`src/rtl/ecc_pkg.sv`:
```
package ecc_pkg;

    parameter int BASE_DATA_BYTES = 512;
    parameter int MAX_SHIFT       = 3;
    parameter int BUS_W           = 16;
    parameter int CODE_BYTES      = 4;

    localparam int MAX_DATA_BYTES = BASE_DATA_BYTES << MAX_SHIFT;
    localparam int ADDR_W = $clog2(MAX_DATA_BYTES);
    localparam int BIT_W  = $clog2(BUS_W);
    localparam int LOC_W  = ADDR_W + BIT_W;
    localparam int CNT_W  = $clog2(MAX_DATA_BYTES + CODE_BYTES + 1);

    localparam logic [2:0] RA_CTRL = 3'd0;
    localparam logic [2:0] RA_MODE = 3'd1;
    localparam logic [2:0] RA_STAT = 3'd2;
    localparam logic [2:0] RA_PAR0 = 3'd3;
    localparam logic [2:0] RA_PAR1 = 3'd4;

    typedef enum logic [1:0] {PG_528, PG_1056, PG_2112, PG_4224} page_sel_e;
    typedef enum logic [1:0] {PH_DATA, PH_CODE, PH_DONE} phase_e;

    typedef struct packed {
        logic      wide;
        page_sel_e size;
    } mode_t;

    typedef struct packed {
        logic multi;
        logic code_err;
        logic err;
    } stat_t;

    typedef struct packed {
        logic [LOC_W-1:0] zeros;
        logic [LOC_W-1:0] ones;
    } code_t;

    function automatic logic [CNT_W-1:0] data_units(mode_t m);
        int bytes;
        bytes = BASE_DATA_BYTES << int'(m.size);
        return m.wide ? CNT_W'(bytes / 2) : CNT_W'(bytes);
    endfunction

    function automatic logic [CNT_W-1:0] code_units(logic wide);
        return wide ? CNT_W'(CODE_BYTES / 2) : CNT_W'(CODE_BYTES);
    endfunction

    function automatic logic [BUS_W-1:0] lane_mask(int k);
        logic [BUS_W-1:0] m;
        for (int b = 0; b < BUS_W; b++) m[b] = ((b >> k) & 1) == 1;
        return m;
    endfunction

endpackage

```
`src/rtl/ecc_unit_counter.sv`:
```
module ecc_unit_counter
    import ecc_pkg::*;
(
    input  logic              clk,
    input  logic              rst,
    input  logic              clear,
    input  logic              stb,
    input  mode_t             mode,
    output phase_e            phase,
    output logic [ADDR_W-1:0] unit_idx,
    output logic [1:0]        slot
);
    logic [CNT_W-1:0] cnt_q;
    logic [CNT_W-1:0] du;
    logic [CNT_W-1:0] total;
    logic [1:0]       slot_q;

    always_comb begin
        du    = data_units(mode);
        total = du + code_units(mode.wide);
        if (cnt_q < du)         phase = PH_DATA;
        else if (cnt_q < total) phase = PH_CODE;
        else                    phase = PH_DONE;
    end

    always_ff @(posedge clk) begin
        if (rst || clear) begin
            cnt_q  <= '0;
            slot_q <= '0;
        end else if (stb && phase != PH_DONE) begin
            cnt_q <= cnt_q + 1'b1;
            if (phase == PH_CODE) slot_q <= slot_q + 1'b1;
        end
    end

    assign unit_idx = cnt_q[ADDR_W-1:0];
    assign slot     = slot_q;
endmodule

```
`src/rtl/ecc_parity_accum.sv`:
```
module ecc_parity_accum
    import ecc_pkg::*;
(
    input  logic              clk,
    input  logic              rst,
    input  logic              clear,
    input  logic              en,
    input  logic [ADDR_W-1:0] idx,
    input  logic [BUS_W-1:0]  d,
    output code_t             code
);
    logic [BIT_W-1:0] col1, col0;
    logic             row;
    code_t            acc_q;

    for (genvar k = 0; k < BIT_W; k++) begin : g_col
        assign col1[k] = ^(d & lane_mask(k));
        assign col0[k] = ^(d & ~lane_mask(k));
    end
    assign row = ^d;

    always_ff @(posedge clk) begin
        if (rst || clear) begin
            acc_q <= '0;
        end else if (en) begin
            acc_q.ones  <= acc_q.ones  ^ {idx & {ADDR_W{row}}, col1};
            acc_q.zeros <= acc_q.zeros ^ {~idx & {ADDR_W{row}}, col0};
        end
    end

    assign code = acc_q;
endmodule

```
`src/rtl/ecc_check_eval.sv`:
```
module ecc_check_eval
    import ecc_pkg::*;
(
    input  logic             clk,
    input  logic             rst,
    input  logic             clear,
    input  logic             cap_en,
    input  logic             wide,
    input  logic [1:0]       slot,
    input  logic [BUS_W-1:0] d,
    input  logic             done,
    input  code_t            calc,
    output code_t            syndrome,
    output stat_t            stat
);
    logic [2*LOC_W-1:0] stored_q;
    logic               nonzero, single, onebit;

    always_ff @(posedge clk) begin
        if (rst || clear) begin
            stored_q <= '0;
        end else if (cap_en) begin
            if (wide) stored_q[{slot[0], 4'b0000} +: 16] <= d;
            else      stored_q[{slot, 3'b000} +: 8]     <= d[7:0];
        end
    end

    always_comb begin
        syndrome      = calc ^ code_t'(stored_q);
        nonzero       = |syndrome;
        single        = (syndrome.ones == ~syndrome.zeros);
        onebit        = ($countones(syndrome) == 1);
        stat.err      = done && nonzero;
        stat.code_err = done && nonzero && !single && onebit;
        stat.multi    = done && nonzero && !single && !onebit;
    end
endmodule

```
`src/rtl/ecc_engine.sv`:
```
module ecc_engine
    import ecc_pkg::*;
(
    input  logic        clk,
    input  logic        rst,
    input  logic        reg_wr,
    input  logic        reg_rd,
    input  logic [2:0]  reg_addr,
    input  logic [31:0] reg_wdata,
    output logic [31:0] reg_rdata,
    output logic        reg_rvalid,
    input  logic        bus_stb,
    input  logic [15:0] bus_data
);
    mode_t             mode_q;
    logic              clear_pg, mode_wr;
    phase_e            phase;
    logic [ADDR_W-1:0] unit_idx;
    logic [1:0]        slot;
    logic [BUS_W-1:0]  bus_d;
    code_t             calc_code, syndrome;
    stat_t             stat;
    logic [31:0]       rd_mux, rdata_q;
    logic              rvalid_q;
    logic [LOC_W-1:0]  par0;

    assign clear_pg = reg_wr && reg_addr == RA_CTRL && reg_wdata[0];
    assign mode_wr  = reg_wr && reg_addr == RA_MODE;
    assign bus_d    = mode_q.wide ? bus_data : {8'h00, bus_data[7:0]};

    ecc_unit_counter u_cnt (
        .clk(clk), .rst(rst), .clear(clear_pg), .stb(bus_stb),
        .mode(mode_q), .phase(phase), .unit_idx(unit_idx), .slot(slot)
    );

    ecc_parity_accum u_acc (
        .clk(clk), .rst(rst), .clear(clear_pg),
        .en(bus_stb && phase == PH_DATA), .idx(unit_idx),
        .d(bus_d), .code(calc_code)
    );

    ecc_check_eval u_eval (
        .clk(clk), .rst(rst), .clear(clear_pg),
        .cap_en(bus_stb && phase == PH_CODE), .wide(mode_q.wide),
        .slot(slot), .d(bus_d), .done(phase == PH_DONE),
        .calc(calc_code), .syndrome(syndrome), .stat(stat)
    );

    always_ff @(posedge clk) begin
        if (rst)          mode_q <= '0;
        else if (mode_wr) mode_q <= mode_t'(reg_wdata[2:0]);
    end

    assign par0 = stat.err ? syndrome.ones : calc_code.ones;

    always_comb begin
        case (reg_addr)
            RA_MODE: rd_mux = {29'b0, mode_q};
            RA_STAT: rd_mux = {29'b0, stat};
            RA_PAR0: rd_mux = {16'b0, par0};
            RA_PAR1: rd_mux = {16'b0, calc_code.zeros};
            default: rd_mux = '0;
        endcase
    end

    always_ff @(posedge clk) begin
        if (rst) begin
            rdata_q  <= '0;
            rvalid_q <= 1'b0;
        end else begin
            rvalid_q <= reg_rd;
            if (reg_rd) rdata_q <= rd_mux;
        end
    end

    assign reg_rdata  = rdata_q;
    assign reg_rvalid = rvalid_q;
endmodule

```
`config.mk`:
```
export PLATFORM = sky130hd
export DESIGN_NAME = ecc_engine
export DESIGN_NICKNAME = d
export VERILOG_FILES = /design/src/rtl/ecc_pkg.sv /design/src/rtl/ecc_unit_counter.sv /design/src/rtl/ecc_parity_accum.sv /design/src/rtl/ecc_check_eval.sv /design/src/rtl/ecc_engine.sv
export SDC_FILE = /design/constraint.sdc
export NUM_CORES = 1
export LEC_CHECK = 0
export ABC_AREA = 1
export BUFFER_PORTS_ARGS = -buffer_cell sky130_fd_sc_hd__buf_4
export CAP_MARGIN = 20
export CORE_MARGIN = 8
export CORE_UTILIZATION = 60
export DETAILED_ROUTE_END_ITERATION = 8
export PLACE_DENSITY = 0.82
export SLEW_MARGIN = 30
export SYNTH_ARGS = -nofsm -noshare
export SYNTH_HDL_FRONTEND = slang
export SYNTH_SLANG_ARGS = --single-unit
export TNS_END_PERCENT = 30
```
`constraint.sdc`:
```
create_clock -name clk -period 6.2 [get_ports clk]
set_clock_uncertainty 0.05 [all_clocks]
set_input_delay 0.93 -clock clk [delete_from_list [all_inputs] [get_ports clk]]
set_output_delay 0.93 -clock clk [all_outputs]
set_load 0.01 [all_outputs]
```
==> results of run 1 <==
layout make-up:
type,count,area share [%]
inverter,193,8.14
tap,180,2.53
multi-input combinational,924,59.4
sequential,99,22.3
clock buffer,10,2.57
clock inverter,6,1.07
timing repair buffer,48,4.05
critical path, stage by stage, from the launching register on:
cell and delay, ns:
dfxtp_1 0.37, inv_1 0.10, nand2_1 0.07, nand2_1 0.11
inv_1 0.13, ha_1 0.18, inv_1 0.06, fa_1 0.50
inv_1 0.06, fa_1 0.52, inv_1 0.05, fa_1 0.53
fa_1 0.45, fa_1 0.48, inv_1 0.07, ha_1 0.16
inv_1 0.05, fa_1 0.48, nand3_1 0.08, nor3_1 0.28
inv_1 0.08, nand3_1 0.08, nand3_1 0.10, nand2_1 0.08
a21oi_1 0.05
report_power, final:
part | leakage (nW) | internal [mW] | switching, mW | total (mW)
combinational | 3.27 | 0.405 | 0.609 | 1.01
clock | 0.151 | 0.358 | 0.269 | 0.627
sequential | 0.803 | 0.667 | 0.0392 | 0.706
total | 4.23 | 1.43 | 0.917 | 2.35
Yosys cell counts, drive strengths merged (20+ instances only):
master / instances
dfxtp: 99
nand2: 439
o22ai: 21
fa: 26
nand4: 36
clkbuf: 20
buf: 40
nand3: 51
nor2: 78
xnor2: 23
o21ai: 66
inv: 191
ha: 52
a21oi: 71
flip-flops by register name, summed over array words and instances, names as in the netlist:
| register | count |
|---|---|
| u_acc.code | 32 |
| reg_rdata | 16 |
| u_eval.stored_q | 32 |
| reg_rvalid | 1 |
| mode_q | 3 |
| u_cnt.cnt_q | 13 |
| u_cnt.slot | 2 |
path summary, 6_finish.rpt:
check	startpoint	slack, ns	to	cells after the start
worst min-delay path	reg_rdata[8]	0.41	reg_rdata[8]	2
worst max-delay path	u_acc.code[6]	0.89	reg_rdata[2]	24
worst max register to register	u_acc.code[6]	0.89	reg_rdata[2]	24
worst min register to register	reg_rdata[8]	0.41	reg_rdata[8]	2
routing by layer:
| layer | up-vias | wire [um] | GRT usage [%] |
|---|---|---|---|
| li1 | 3952 | - | - |
| met1 | 3576 | 9740 | 32.8 |
| met2 | 304 | 10600 | 42.9 |
| met3 | 45 | 1650 | 3.99 |
| met4 | 0 | 612 | 10.2 |
| met5 | - | 0 | 0 |
placed cells by master (no fill, tap or decap), drive strengths merged, types with 2 or more instances in the layout:
cell | netlist | final
nand2 | 439 | 439
inv | 191 | 193
dfxtp | 99 | 99
nor2 | 78 | 78
a21oi | 71 | 71
o21ai | 66 | 66
ha | 52 | 52
nand3 | 51 | 51
buf | 40 | 48
nand4 | 36 | 36
fa | 26 | 26
xnor2 | 23 | 23
o22ai | 21 | 21
conb | 1 | 16
nor3 | 15 | 15
xor2 | 15 | 15
clkbuf | 20 | 10
clkinv | 2 | 2
a211oi | 2 | 2
nand3b | 2 | 2
a31oi | 2 | 2
clkinvlp | 0 | 2
bufinv | 0 | 2
or2 | 2 | 2
cell families (layout without fill, tap and decap cells):
| kind of cell | Yosys count | after routing |
|---|---|---|
| other cells | 1 | 16 |
| xor+xnor | 38 | 38 |
| compound gates | 166 | 166 |
| buf+inv | 253 | 257 |
| flops | 99 | 99 |
| simple gates | 626 | 626 |
| fa+ha+maj | 78 | 78 |
stage by stage:
stage / utilization [%] / instances / setup slack [ns] / total power [mW]
after global placement: 62.7 / 1444 / 1.04 / 1.68
final: 65.1 / 1460 / 0.888 / 2.35
after detailed placement: 62.7 / 1444 / 0.960 / 1.73
after CTS: 65.1 / 1460 / 0.939 / 2.35
after global routing: 65.1 / 1460 / 0.565 / 2.54
after floorplan: - / 1276 / 1.41 / 1.54
==> metrics.txt, run 1 <==
# TYPE chip_impl_metric gauge
chip_impl_info{name="worstHoldPathType",value="reg -> reg"} 1
chip_impl_metric{name="numPortBuffers",unit=""} 43
chip_impl_metric{name="cts_buffers",unit=""} 9
chip_impl_info{name="dominantRegCellSynth",value="dfxtp_1"} 1
chip_impl_info{name="clockRootBuffer",value="clkbuf_16"} 1
chip_impl_metric{name="syn-mean-instance-area",unit="um^2"} 6.55
chip_impl_metric{name="totalWireLength",unit="um"} 22600
chip_impl_metric{name="vias",unit=""} 7877
chip_impl_metric{name="post_synth_and_or_nand_nor_area_fraction",unit="%"} 33.1
chip_impl_metric{name="hold_viol",unit=""} 0
chip_impl_metric{name="synthDistinctLibCells",unit=""} 49
chip_impl_metric{name="critPathRequiredTime",unit="ns"} 6.40
chip_impl_metric{name="crit_arrival",unit="ns"} 5.51
chip_impl_metric{name="syn_area",unit="um^2"} 8260
chip_impl_metric{name="core-area",unit="um^2"} 13700
chip_impl_metric{name="multi_input_area",unit="um^2"} 5280
chip_impl_metric{name="antennaDiodeCount",unit=""} 0
chip_impl_metric{name="grt_pass1_wl",unit="um"} 37000
chip_impl_metric{name="cts.htree.levels",unit=""} 3
chip_impl_metric{name="detailed_place.area",unit="um^2"} 8570
chip_impl_metric{name="largest_net_degree_at_the_start_of_global_routing",unit=""} 59
chip_impl_metric{name="yosys_warnings",unit=""} 0
chip_impl_metric{name="overflow",unit=""} 0
chip_impl_metric{name="post_route_cells_drive_above_1_share",unit="%"} 9.22
chip_impl_metric{name="tritoncts_num_sinks",unit=""} 99
chip_impl_metric{name="insertion_delay",unit="ns"} 0.37
chip_impl_metric{name="design.portCount",unit=""} 89
chip_impl_metric{name="route.detailed.vias_per_inst",unit=""} 5.40
chip_impl_info{name="synth.top_cells.by_area",value="dfxtp_1 (24%), nand2_1 (19%), inv_1 (8.4%)"} 1
chip_impl_metric{name="cts-resized-gates",unit=""} 0
chip_impl_metric{name="clockBufferDepth",unit=""} 2
chip_impl_metric{name="dieHeight",unit="um"} 133
chip_impl_metric{name="share_of_the_clock_period_used_by_the_worst_path",unit="%"} 85.7
chip_impl_metric{name="ys_seq_elements",unit=""} 99
chip_impl_metric{name="postSynthCellCount",unit=""} 1261
chip_impl_metric{name="max_cap_violations",unit=""} 0
chip_impl_metric{name="first_pass_iters",unit=""} 5
chip_impl_metric{name="synth-xor-area-share",unit="%"} 4.84
chip_impl_metric{name="total_leakage_power",unit="nW"} 4.23
chip_impl_metric{name="die_w",unit="um"} 133
chip_impl_info{name="setup.worst_path.start_class",value="flop"} 1
chip_impl_info{name="setup.worst_path.class",value="reg -> reg"} 1
chip_impl_metric{name="wire_per_inst",unit="um"} 15.5
chip_impl_metric{name="synth-edff-count",unit=""} 0
chip_impl_metric{name="post_cts_hold_buffer_count",unit=""} 0
chip_impl_metric{name="filler_cell_count",unit=""} 1235
chip_impl_metric{name="post_cts.repair.setup_buffers",unit=""} 0
chip_impl_info{name="tritoncts",value="done"} 1
chip_impl_metric{name="post_synth_mux_area_share",unit="%"} 0
chip_impl_metric{name="timing_max_transition_violations_final",unit=""} 0
chip_impl_info{name="status",value="finished clean"} 1
chip_impl_metric{name="register_area",unit="um^2"} 1980
chip_impl_metric{name="tightestPinTransition",unit="ns"} 0.763
chip_impl_metric{name="timing.final.crit_period",unit="ns"} 5.31
chip_impl_info{name="unrepaired_setup_endpoints_after_global_routing",value="false"} 1
chip_impl_metric{name="antenna_violations_before_repair",unit=""} 0
chip_impl_metric{name="slew_headroom",unit="%"} 49.0
chip_impl_metric{name="setup-violations-final",unit=""} 0
chip_impl_metric{name="groute.usage.overall",unit="%"} 25.8
chip_impl_metric{name="power.density",unit="nW/um^2"} 264
chip_impl_metric{name="fp.dieArea",unit="um^2"} 17800
chip_impl_metric{name="nNetsFinal",unit=""} 1409
chip_impl_metric{name="synth_largest_type_area_fraction",unit="%"} 24.0
chip_impl_metric{name="critPathMaxFanout",unit=""} 3
chip_impl_info{name="post-synth-top-area-cell",value="dfxtp_1"} 1
chip_impl_metric{name="synth_sequential_area_ratio",unit="%"} 24.0
chip_impl_metric{name="dr.first_iter.drc_count",unit=""} 764
chip_impl_info{name="synth_top_family_by_area",value="simple AND/OR/NAND/NOR gates"} 1
chip_impl_metric{name="timing.setup.tns",unit="ns"} 0
chip_impl_metric{name="routabilityCongestion",unit=""} 0.931
chip_impl_metric{name="finalHoldWorstSlack",unit="ns"} 0.414
chip_impl_metric{name="max_freq",unit="GHz"} 0.188
chip_impl_metric{name="via_count_of_the_first_global_routing_pass",unit=""} 7407
chip_impl_metric{name="complex_gate_fraction_of_the_synthesized_area",unit="%"} 10.7
chip_impl_metric{name="fin_area",unit="um^2"} 8900
chip_impl_metric{name="clk_pin_slew_worst_paths",unit="ns"} 0.07
chip_impl_metric{name="place.detailed.hpwl",unit="um"} 17700
chip_impl_metric{name="antenna_left",unit=""} 0
chip_impl_metric{name="area_growth",unit="%"} 7.69
chip_impl_metric{name="initial_core_util",unit="%"} 60.5
chip_impl_info{name="worstSetupEndpointType",value="flop"} 1
chip_impl_metric{name="drt_drc_violations_left",unit=""} 0
chip_impl_metric{name="asyncSetResetFlopFracSynth",unit="%"} 0
chip_impl_metric{name="synth_fa_ha_area_share",unit="%"} 14.2
chip_impl_metric{name="ir_drop",unit="mV"} 0.209
chip_impl_metric{name="std_cell_rows",unit=""} 43
Note: power is estimated with default switching activity, not from simulation.
==> run 2: changes to the inputs <==
Clock period 6.2 ns to 6 ns, I/O delays scaled along.
==> run 2 against run 1 <==
Net effect: setup slack got worse by 0.20 ns; final cell count did not move; total power is 1.8% higher; non-clock buffer count stayed put; clock power grew 0.6%; die area unchanged; hold slack better by 0.0040 ns; cell area hardly changed; critical endpoint unchanged.
==> metrics.txt, run 2 (synthesis results as in run 1) <==
# TYPE chip_impl_metric gauge
chip_impl_info{name="status",value="finished clean"} 1
chip_impl_metric{name="core-area",unit="um^2"} 13700
chip_impl_metric{name="dieHeight",unit="um"} 133
chip_impl_metric{name="vias",unit=""} 7900
chip_impl_metric{name="crit_arrival",unit="ns"} 5.51
chip_impl_metric{name="initial_core_util",unit="%"} 60.5
chip_impl_metric{name="antennaDiodeCount",unit=""} 0
chip_impl_metric{name="antenna_violations_before_repair",unit=""} 0
chip_impl_info{name="worstHoldPathType",value="reg -> reg"} 1
chip_impl_metric{name="overflow",unit=""} 0
chip_impl_metric{name="slew_headroom",unit="%"} 49.6
chip_impl_info{name="cp_cell_sequence",value="inv_1, nand2_1, nand2_1, inv_1, ha_1, inv_1, fa_1, inv_1, fa_1, inv_1, fa_1, fa_1, fa_1, inv_1, ha_1, inv_1, fa_1, nand3_1, nor3_1, inv_1, nand3_1, nand3_1, nand2_1, a21oi_1"} 1
chip_impl_metric{name="design.portCount",unit=""} 89
chip_impl_info{name="tritoncts",value="done"} 1
chip_impl_metric{name="timing.setup.tns",unit="ns"} 0
chip_impl_metric{name="via_count_of_the_first_global_routing_pass",unit=""} 7216
chip_impl_metric{name="post_cts_hold_buffer_count",unit=""} 0
chip_impl_metric{name="grt_pass1_wl",unit="um"} 36000
chip_impl_metric{name="setup.reg_to_reg.worst_slack",unit="ns"} 0.68
chip_impl_metric{name="totalWireLength",unit="um"} 22200
chip_impl_metric{name="clockBufferDepth",unit=""} 2
chip_impl_metric{name="clk_pin_slew_worst_paths",unit="ns"} 0.08
chip_impl_metric{name="filler_cell_count",unit=""} 1256
chip_impl_metric{name="reg2reg_depth",unit=""} 24
chip_impl_metric{name="drt_drc_violations_left",unit=""} 0
chip_impl_metric{name="total_leakage_power",unit="nW"} 4.23
chip_impl_metric{name="tightestPinTransition",unit="ns"} 0.755
chip_impl_metric{name="routabilityCongestion",unit=""} 0.932
chip_impl_info{name="layout.cells.most_common_list",value="nand2_1 (427), inv_1 (185), dfxtp_1 (99)"} 1
chip_impl_metric{name="post_route_cells_drive_above_1_share",unit="%"} 9.30
chip_impl_info{name="rr_startpoint",value="u_acc.code[6]"} 1
chip_impl_metric{name="nNetsFinal",unit=""} 1409
chip_impl_info{name="capture_instance_of_the_worst_register_to_register_path",value="reg_rdata[2]"} 1
chip_impl_metric{name="critPathRequiredTime",unit="ns"} 6.19
chip_impl_metric{name="max_cap_violations",unit=""} 0
chip_impl_metric{name="dr.first_iter.drc_count",unit=""} 682
chip_impl_info{name="layout.cells.most_common",value="nand2_1"} 1
chip_impl_info{name="worst_setup_path_startpoint",value="u_acc.code[6]"} 1
chip_impl_info{name="setup.worst_path.start_class",value="flop"} 1
chip_impl_info{name="worstSetupEndpointType",value="flop"} 1
chip_impl_metric{name="timing.final.crit_period",unit="ns"} 5.32
chip_impl_metric{name="std_cell_rows",unit=""} 43
chip_impl_metric{name="hold_path_depth",unit=""} 2
chip_impl_metric{name="antenna_left",unit=""} 0
chip_impl_metric{name="place.detailed.hpwl",unit="um"} 17500
chip_impl_info{name="hp-start",value="reg_rdata[4]"} 1
chip_impl_metric{name="route.detailed.vias_per_inst",unit=""} 5.41
chip_impl_metric{name="setup-violations-final",unit=""} 0
chip_impl_info{name="clockRootBuffer",value="clkbuf_16"} 1
chip_impl_metric{name="post_cts.repair.setup_buffers",unit=""} 0
chip_impl_metric{name="first_pass_iters",unit=""} 5
chip_impl_metric{name="power.density",unit="nW/um^2"} 269
chip_impl_metric{name="timing_max_transition_violations_final",unit=""} 0
chip_impl_metric{name="max_freq",unit="GHz"} 0.188
chip_impl_metric{name="fp.dieArea",unit="um^2"} 17800
chip_impl_info{name="min_to",value="reg_rdata[4]"} 1
chip_impl_metric{name="cts.htree.levels",unit=""} 3
chip_impl_metric{name="critPathMaxFanout",unit=""} 3
chip_impl_metric{name="insertion_delay",unit="ns"} 0.37
chip_impl_metric{name="ir_drop",unit="mV"} 0.209
chip_impl_metric{name="cts-resized-gates",unit=""} 0
chip_impl_metric{name="cts_buffers",unit=""} 9
chip_impl_metric{name="hold_viol",unit=""} 0
chip_impl_metric{name="wire_per_inst",unit="um"} 15.2
chip_impl_metric{name="fin_area",unit="um^2"} 8890
chip_impl_metric{name="tritoncts_num_sinks",unit=""} 99
chip_impl_metric{name="share_of_the_clock_period_used_by_the_worst_path",unit="%"} 88.6
chip_impl_info{name="cpMostUsedCell",value="inv_1"} 1
chip_impl_metric{name="detailed_place.area",unit="um^2"} 8570
chip_impl_metric{name="area_growth",unit="%"} 7.62
chip_impl_metric{name="groute.usage.overall",unit="%"} 25.2
chip_impl_metric{name="numPortBuffers",unit=""} 43
chip_impl_info{name="unrepaired_setup_endpoints_after_global_routing",value="false"} 1
chip_impl_metric{name="timing.critical_path.slowest_cell_delay",unit="ns"} 0.54
chip_impl_metric{name="largest_net_degree_at_the_start_of_global_routing",unit=""} 59
chip_impl_metric{name="die_w",unit="um"} 133
chip_impl_info{name="critical-path-slowest-cell",value="fa_1"} 1
chip_impl_info{name="setup.worst_path.class",value="reg -> reg"} 1
==> run 2: cell count changes in the layout (fill, tap and decap cells not counted), sizes merged <==
cell | before | now
clkinv | 2 | 4
clkbuf | 10 | 9
bufinv | 2 | 1
clkinvlp | 2 | 0
inv | 193 | 195
==> run 2: report_power, final <==
part           leakage (nW)  switching (mW)  total (mW)  internal, mW
sequential            0.803          0.0407       0.729         0.689
combinational          3.27           0.617        1.03         0.411
clock                 0.156           0.295       0.631         0.335
total                  4.23           0.953        2.39          1.44
==> run 2: area by class of cell <==
| class | count | area, um^2 | area share [%] |
|---|---|---|---|
| Clock inverter | 7 | 92.6 | 1.04 |
| Clock buffer | 9 | 225 | 2.53 |
| Inverter | 193 | 724 | 8.15 |
| Sequential cell | 99 | 1980 | 22.3 |
| Timing Repair Buffer | 48 | 360 | 4.05 |
| Multi-Input combinational cell | 924 | 5280 | 59.4 |
| Tap cell | 180 | 225 | 2.53 |
==> run 2: critical path: cells and delay by family (launching register included) <==
kind	cells	cell delay, ns
adders and majority gates	8	3.30
buffers and inverters	8	0.58
and+or+nand+nor	7	0.84
DFF	1	0.37
AOI/OAI and AO/OA	1	0.06
==> run 2: layer usage <==
metal	share of wire, %	GRT usage [%]	routed length, um	vias up
met3	7.8	4.86	1720	45
met5	0	0	0	-
met1	44	31.7	9740	3617
met4	2.5	9.17	556	0
met2	46	41.9	10200	283
li1	-	-	-	3955
==> run 2: worst max-delay path by stage <==
stage	to	slack, ns	cells past startpoint
floorplan	reg_rdata[2]	1.21	24
global placement	reg_rdata[2]	0.87	24
detailed placement	reg_rdata[2]	0.77	24
CTS	reg_rdata[2]	0.70	24
global route	reg_rdata[1]	0.35	24
finish	reg_rdata[2]	0.68	24
==> run 2: metrics by stage <==
| step | util [%] | hold slack, ns | cells | power [mW] | setup slack, ns |
|---|---|---|---|---|---|
| finish | 65.1 | 0.418 | 1460 | 2.39 | 0.684 |
| global route | 65.1 | 0.440 | 1460 | 2.59 | 0.348 |
| CTS | 65.0 | 0.419 | 1460 | 2.39 | 0.704 |
| detailed placement | 62.7 | 0.408 | 1444 | 1.77 | 0.772 |
| global placement | 62.7 | 0.403 | 1444 | 1.74 | 0.868 |
| floorplan | - | 0.398 | 1276 | 1.59 | 1.21 |
==> run 3: changes to the inputs <==
Settings changed: TNS_END_PERCENT 30 to default.
Clock period 6 ns to 6.4 ns, I/O delays scaled along.
==> run 3 against run 2 <==
Net effect: sequential power is 6.3% lower; setup slack better by 0.40 ns; clock-buffer cell count is 1 higher; hold slack hardly changed; register-to-register slack better by 0.40 ns; non-clock buffer count stayed put; global-route usage hardly changed.
==> metrics.txt, run 3 (synthesis results as in run 1) <==
# TYPE chip_impl_metric gauge
chip_impl_metric{name="max_cap_violations",unit=""} 0
chip_impl_metric{name="antennaDiodeCount",unit=""} 0
chip_impl_metric{name="p_clk_share",unit="%"} 24.6
chip_impl_metric{name="groute.usage.overall",unit="%"} 25.2
chip_impl_metric{name="dieHeight",unit="um"} 133
chip_impl_metric{name="core-area",unit="um^2"} 13700
chip_impl_metric{name="place.detailed.hpwl",unit="um"} 17600
chip_impl_metric{name="largest_net_degree_at_the_start_of_global_routing",unit=""} 49
chip_impl_metric{name="dr.first_iter.drc_count",unit=""} 717
chip_impl_metric{name="overflow",unit=""} 0
chip_impl_metric{name="route.detailed.vias_per_inst",unit=""} 5.37
chip_impl_metric{name="finalHoldWorstSlack",unit="ns"} 0.418
chip_impl_info{name="min_to",value="reg_rdata[4]"} 1
chip_impl_metric{name="register_area",unit="um^2"} 1980
chip_impl_info{name="layout.cells.most_common",value="nand2_1"} 1
chip_impl_metric{name="antenna_violations_before_repair",unit=""} 0
chip_impl_metric{name="cts-resized-gates",unit=""} 0
chip_impl_info{name="setup.worst_path.class",value="reg -> reg"} 1
chip_impl_info{name="layout.cells.most_common_list",value="nand2_1 (427), inv_1 (185), dfxtp_1 (99)"} 1
chip_impl_metric{name="hold_viol",unit=""} 0
chip_impl_metric{name="post_route_cells_drive_above_1_share",unit="%"} 9.22
chip_impl_metric{name="nNetsFinal",unit=""} 1409
chip_impl_metric{name="tightestPinTransition",unit="ns"} 0.764
chip_impl_metric{name="timing.setup.tns",unit="ns"} 0
chip_impl_metric{name="std_cell_rows",unit=""} 43
chip_impl_metric{name="post_cts_hold_buffer_count",unit=""} 0
chip_impl_metric{name="initial_core_util",unit="%"} 60.5
chip_impl_metric{name="clockBufferDepth",unit=""} 2
chip_impl_metric{name="design.portCount",unit=""} 89
chip_impl_metric{name="reg2reg_depth",unit=""} 21
chip_impl_metric{name="crit_arrival",unit="ns"} 5.52
chip_impl_metric{name="area_growth",unit="%"} 7.22
chip_impl_metric{name="first_pass_iters",unit=""} 5
chip_impl_metric{name="share_of_the_clock_period_used_by_the_worst_path",unit="%"} 83.1
chip_impl_info{name="setup.worst_path.start_class",value="flop"} 1
chip_impl_metric{name="critPathRequiredTime",unit="ns"} 6.60
chip_impl_metric{name="timing.final.crit_period",unit="ns"} 5.32
chip_impl_metric{name="numPortBuffers",unit=""} 43
chip_impl_metric{name="hold_path_depth",unit=""} 2
chip_impl_info{name="hp-start",value="reg_rdata[4]"} 1
chip_impl_metric{name="max_freq",unit="GHz"} 0.188
chip_impl_metric{name="combinational_power_share",unit="%"} 44.6
chip_impl_metric{name="grt_pass1_wl",unit="um"} 35800
chip_impl_metric{name="total_leakage_power",unit="nW"} 4.21
chip_impl_info{name="tritoncts",value="done"} 1
chip_impl_metric{name="cts.htree.levels",unit=""} 3
chip_impl_metric{name="totalWireLength",unit="um"} 22200
chip_impl_metric{name="tritoncts_num_sinks",unit=""} 99
chip_impl_metric{name="routabilityCongestion",unit=""} 0.925
chip_impl_metric{name="timing_max_transition_violations_final",unit=""} 0
chip_impl_metric{name="insertion_delay",unit="ns"} 0.37
chip_impl_metric{name="share_seq_of_total_power",unit="%"} 30.7
chip_impl_metric{name="setup-violations-final",unit=""} 0
chip_impl_metric{name="critPathMaxFanout",unit=""} 5
chip_impl_metric{name="power.density",unit="nW/um^2"} 251
chip_impl_metric{name="post_cts.repair.setup_buffers",unit=""} 0
chip_impl_metric{name="via_count_of_the_first_global_routing_pass",unit=""} 7130
chip_impl_metric{name="die_w",unit="um"} 133
chip_impl_info{name="status",value="finished clean"} 1
chip_impl_metric{name="wire_per_inst",unit="um"} 15.2
chip_impl_metric{name="drt_drc_violations_left",unit=""} 0
chip_impl_info{name="rr_startpoint",value="u_acc.code[30]"} 1
chip_impl_info{name="unrepaired_setup_endpoints_after_global_routing",value="false"} 1
chip_impl_metric{name="clk_pin_slew_worst_paths",unit="ns"} 0.08
chip_impl_metric{name="ir_drop",unit="mV"} 0.150
chip_impl_metric{name="antenna_left",unit=""} 0
chip_impl_metric{name="slew_headroom",unit="%"} 49.0
chip_impl_metric{name="setup.reg_to_reg.worst_slack",unit="ns"} 1.08
chip_impl_metric{name="cts_buffers",unit=""} 9
chip_impl_metric{name="sw_frac_of_total",unit="%"} 41.0
chip_impl_info{name="worstHoldPathType",value="reg -> reg"} 1
chip_impl_info{name="capture_instance_of_the_worst_register_to_register_path",value="reg_rdata[2]"} 1
chip_impl_metric{name="fp.dieArea",unit="um^2"} 17800
chip_impl_metric{name="filler_cell_count",unit=""} 1257
chip_impl_metric{name="power_switching",unit="uW"} 911
chip_impl_metric{name="multi_input_area",unit="um^2"} 5280
chip_impl_info{name="clockRootBuffer",value="clkbuf_16"} 1
chip_impl_info{name="worstSetupEndpointType",value="flop"} 1
chip_impl_metric{name="p_int",unit="mW"} 1.31
chip_impl_metric{name="vias",unit=""} 7840
run 3: cell count changes in the layout (fill, tap and decap cells not counted):
| cell | change |
|---|---|
| clkinv_8 | -1 |
| bufinv_16 | -1 |
| inv_8 | +1 |
| clkbuf_1 | +1 |
| clkinvlp_4 | +1 |
| clkinv_4 | +1 |
| inv_6 | -2 |
run 3: power by group through the flow:
stage / clock, mW / combinational (mW) / sequential [mW]
2_1_floorplan: 0 / 0.806 / 0.685
3_3_place_gp: 0 / 0.932 / 0.695
3_5_place_dp: 0 / 0.988 / 0.697
4_1_cts: 0.554 / 0.999 / 0.682
5_1_grt: 0.578 / 1.15 / 0.688
6_report: 0.548 / 0.993 / 0.683
run 3: routing by layer:
layer | global-route usage, % | vias up | part of all wire (%)
met3 | 4.29 | 36 | 7.5
met4 | 10.7 | 0 | 2.9
met5 | 0 | - | 0
li1 | - | 3939 | -
met2 | 40.9 | 257 | 47
met1 | 32.4 | 3608 | 43
run 3: worst max path at each step:
stage | from | end
2_1_floorplan | u_acc.code[8] | reg_rdata[2]
3_3_place_gp | u_acc.code[8] | reg_rdata[2]
3_5_place_dp | u_acc.code[30] | reg_rdata[2]
4_1_cts | u_acc.code[30] | reg_rdata[2]
5_1_grt | u_acc.code[6] | reg_rdata[2]
6_report | u_acc.code[30] | reg_rdata[2]
run 3: final cells by class:
type	count	area share, %
clock inverter	6	0.635
multi-input combinational	924	59.6
timing repair buffer	48	4.07
inverter	193	8.18
sequential	99	22.4
clock buffer	10	2.58
tap	180	2.54
run 3: per-stage QoR:
stage	power (mW)	std cells	cell area (um^2)	worst slack [ns]	utilization, %
after global routing	2.41	1460	8860	0.775	64.8
after CTS	2.24	1460	8860	1.05	64.8
final	2.22	1460	8860	1.08	64.8
after detailed placement	1.68	1444	8570	1.13	62.7
after global placement	1.63	1444	8570	1.26	62.7
after floorplan	1.49	1276	8320	1.61	-
run 3: critical path: stages (launching register included):
cell and delay (ns):
dfxtp_1 0.45, inv_1 0.13, nand2_1 0.08, nand2_1 0.07, ha_1 0.32, inv_1 0.10
fa_1 0.47, fa_1 0.47, fa_1 0.51, fa_1 0.53, fa_1 0.49, inv_1 0.07
ha_1 0.16, inv_1 0.06, fa_1 0.49, nand3_1 0.09, nor3_1 0.28, inv_1 0.08
nand3_1 0.09, nand3_1 0.10, nand2_1 0.08, a21oi_1 0.05
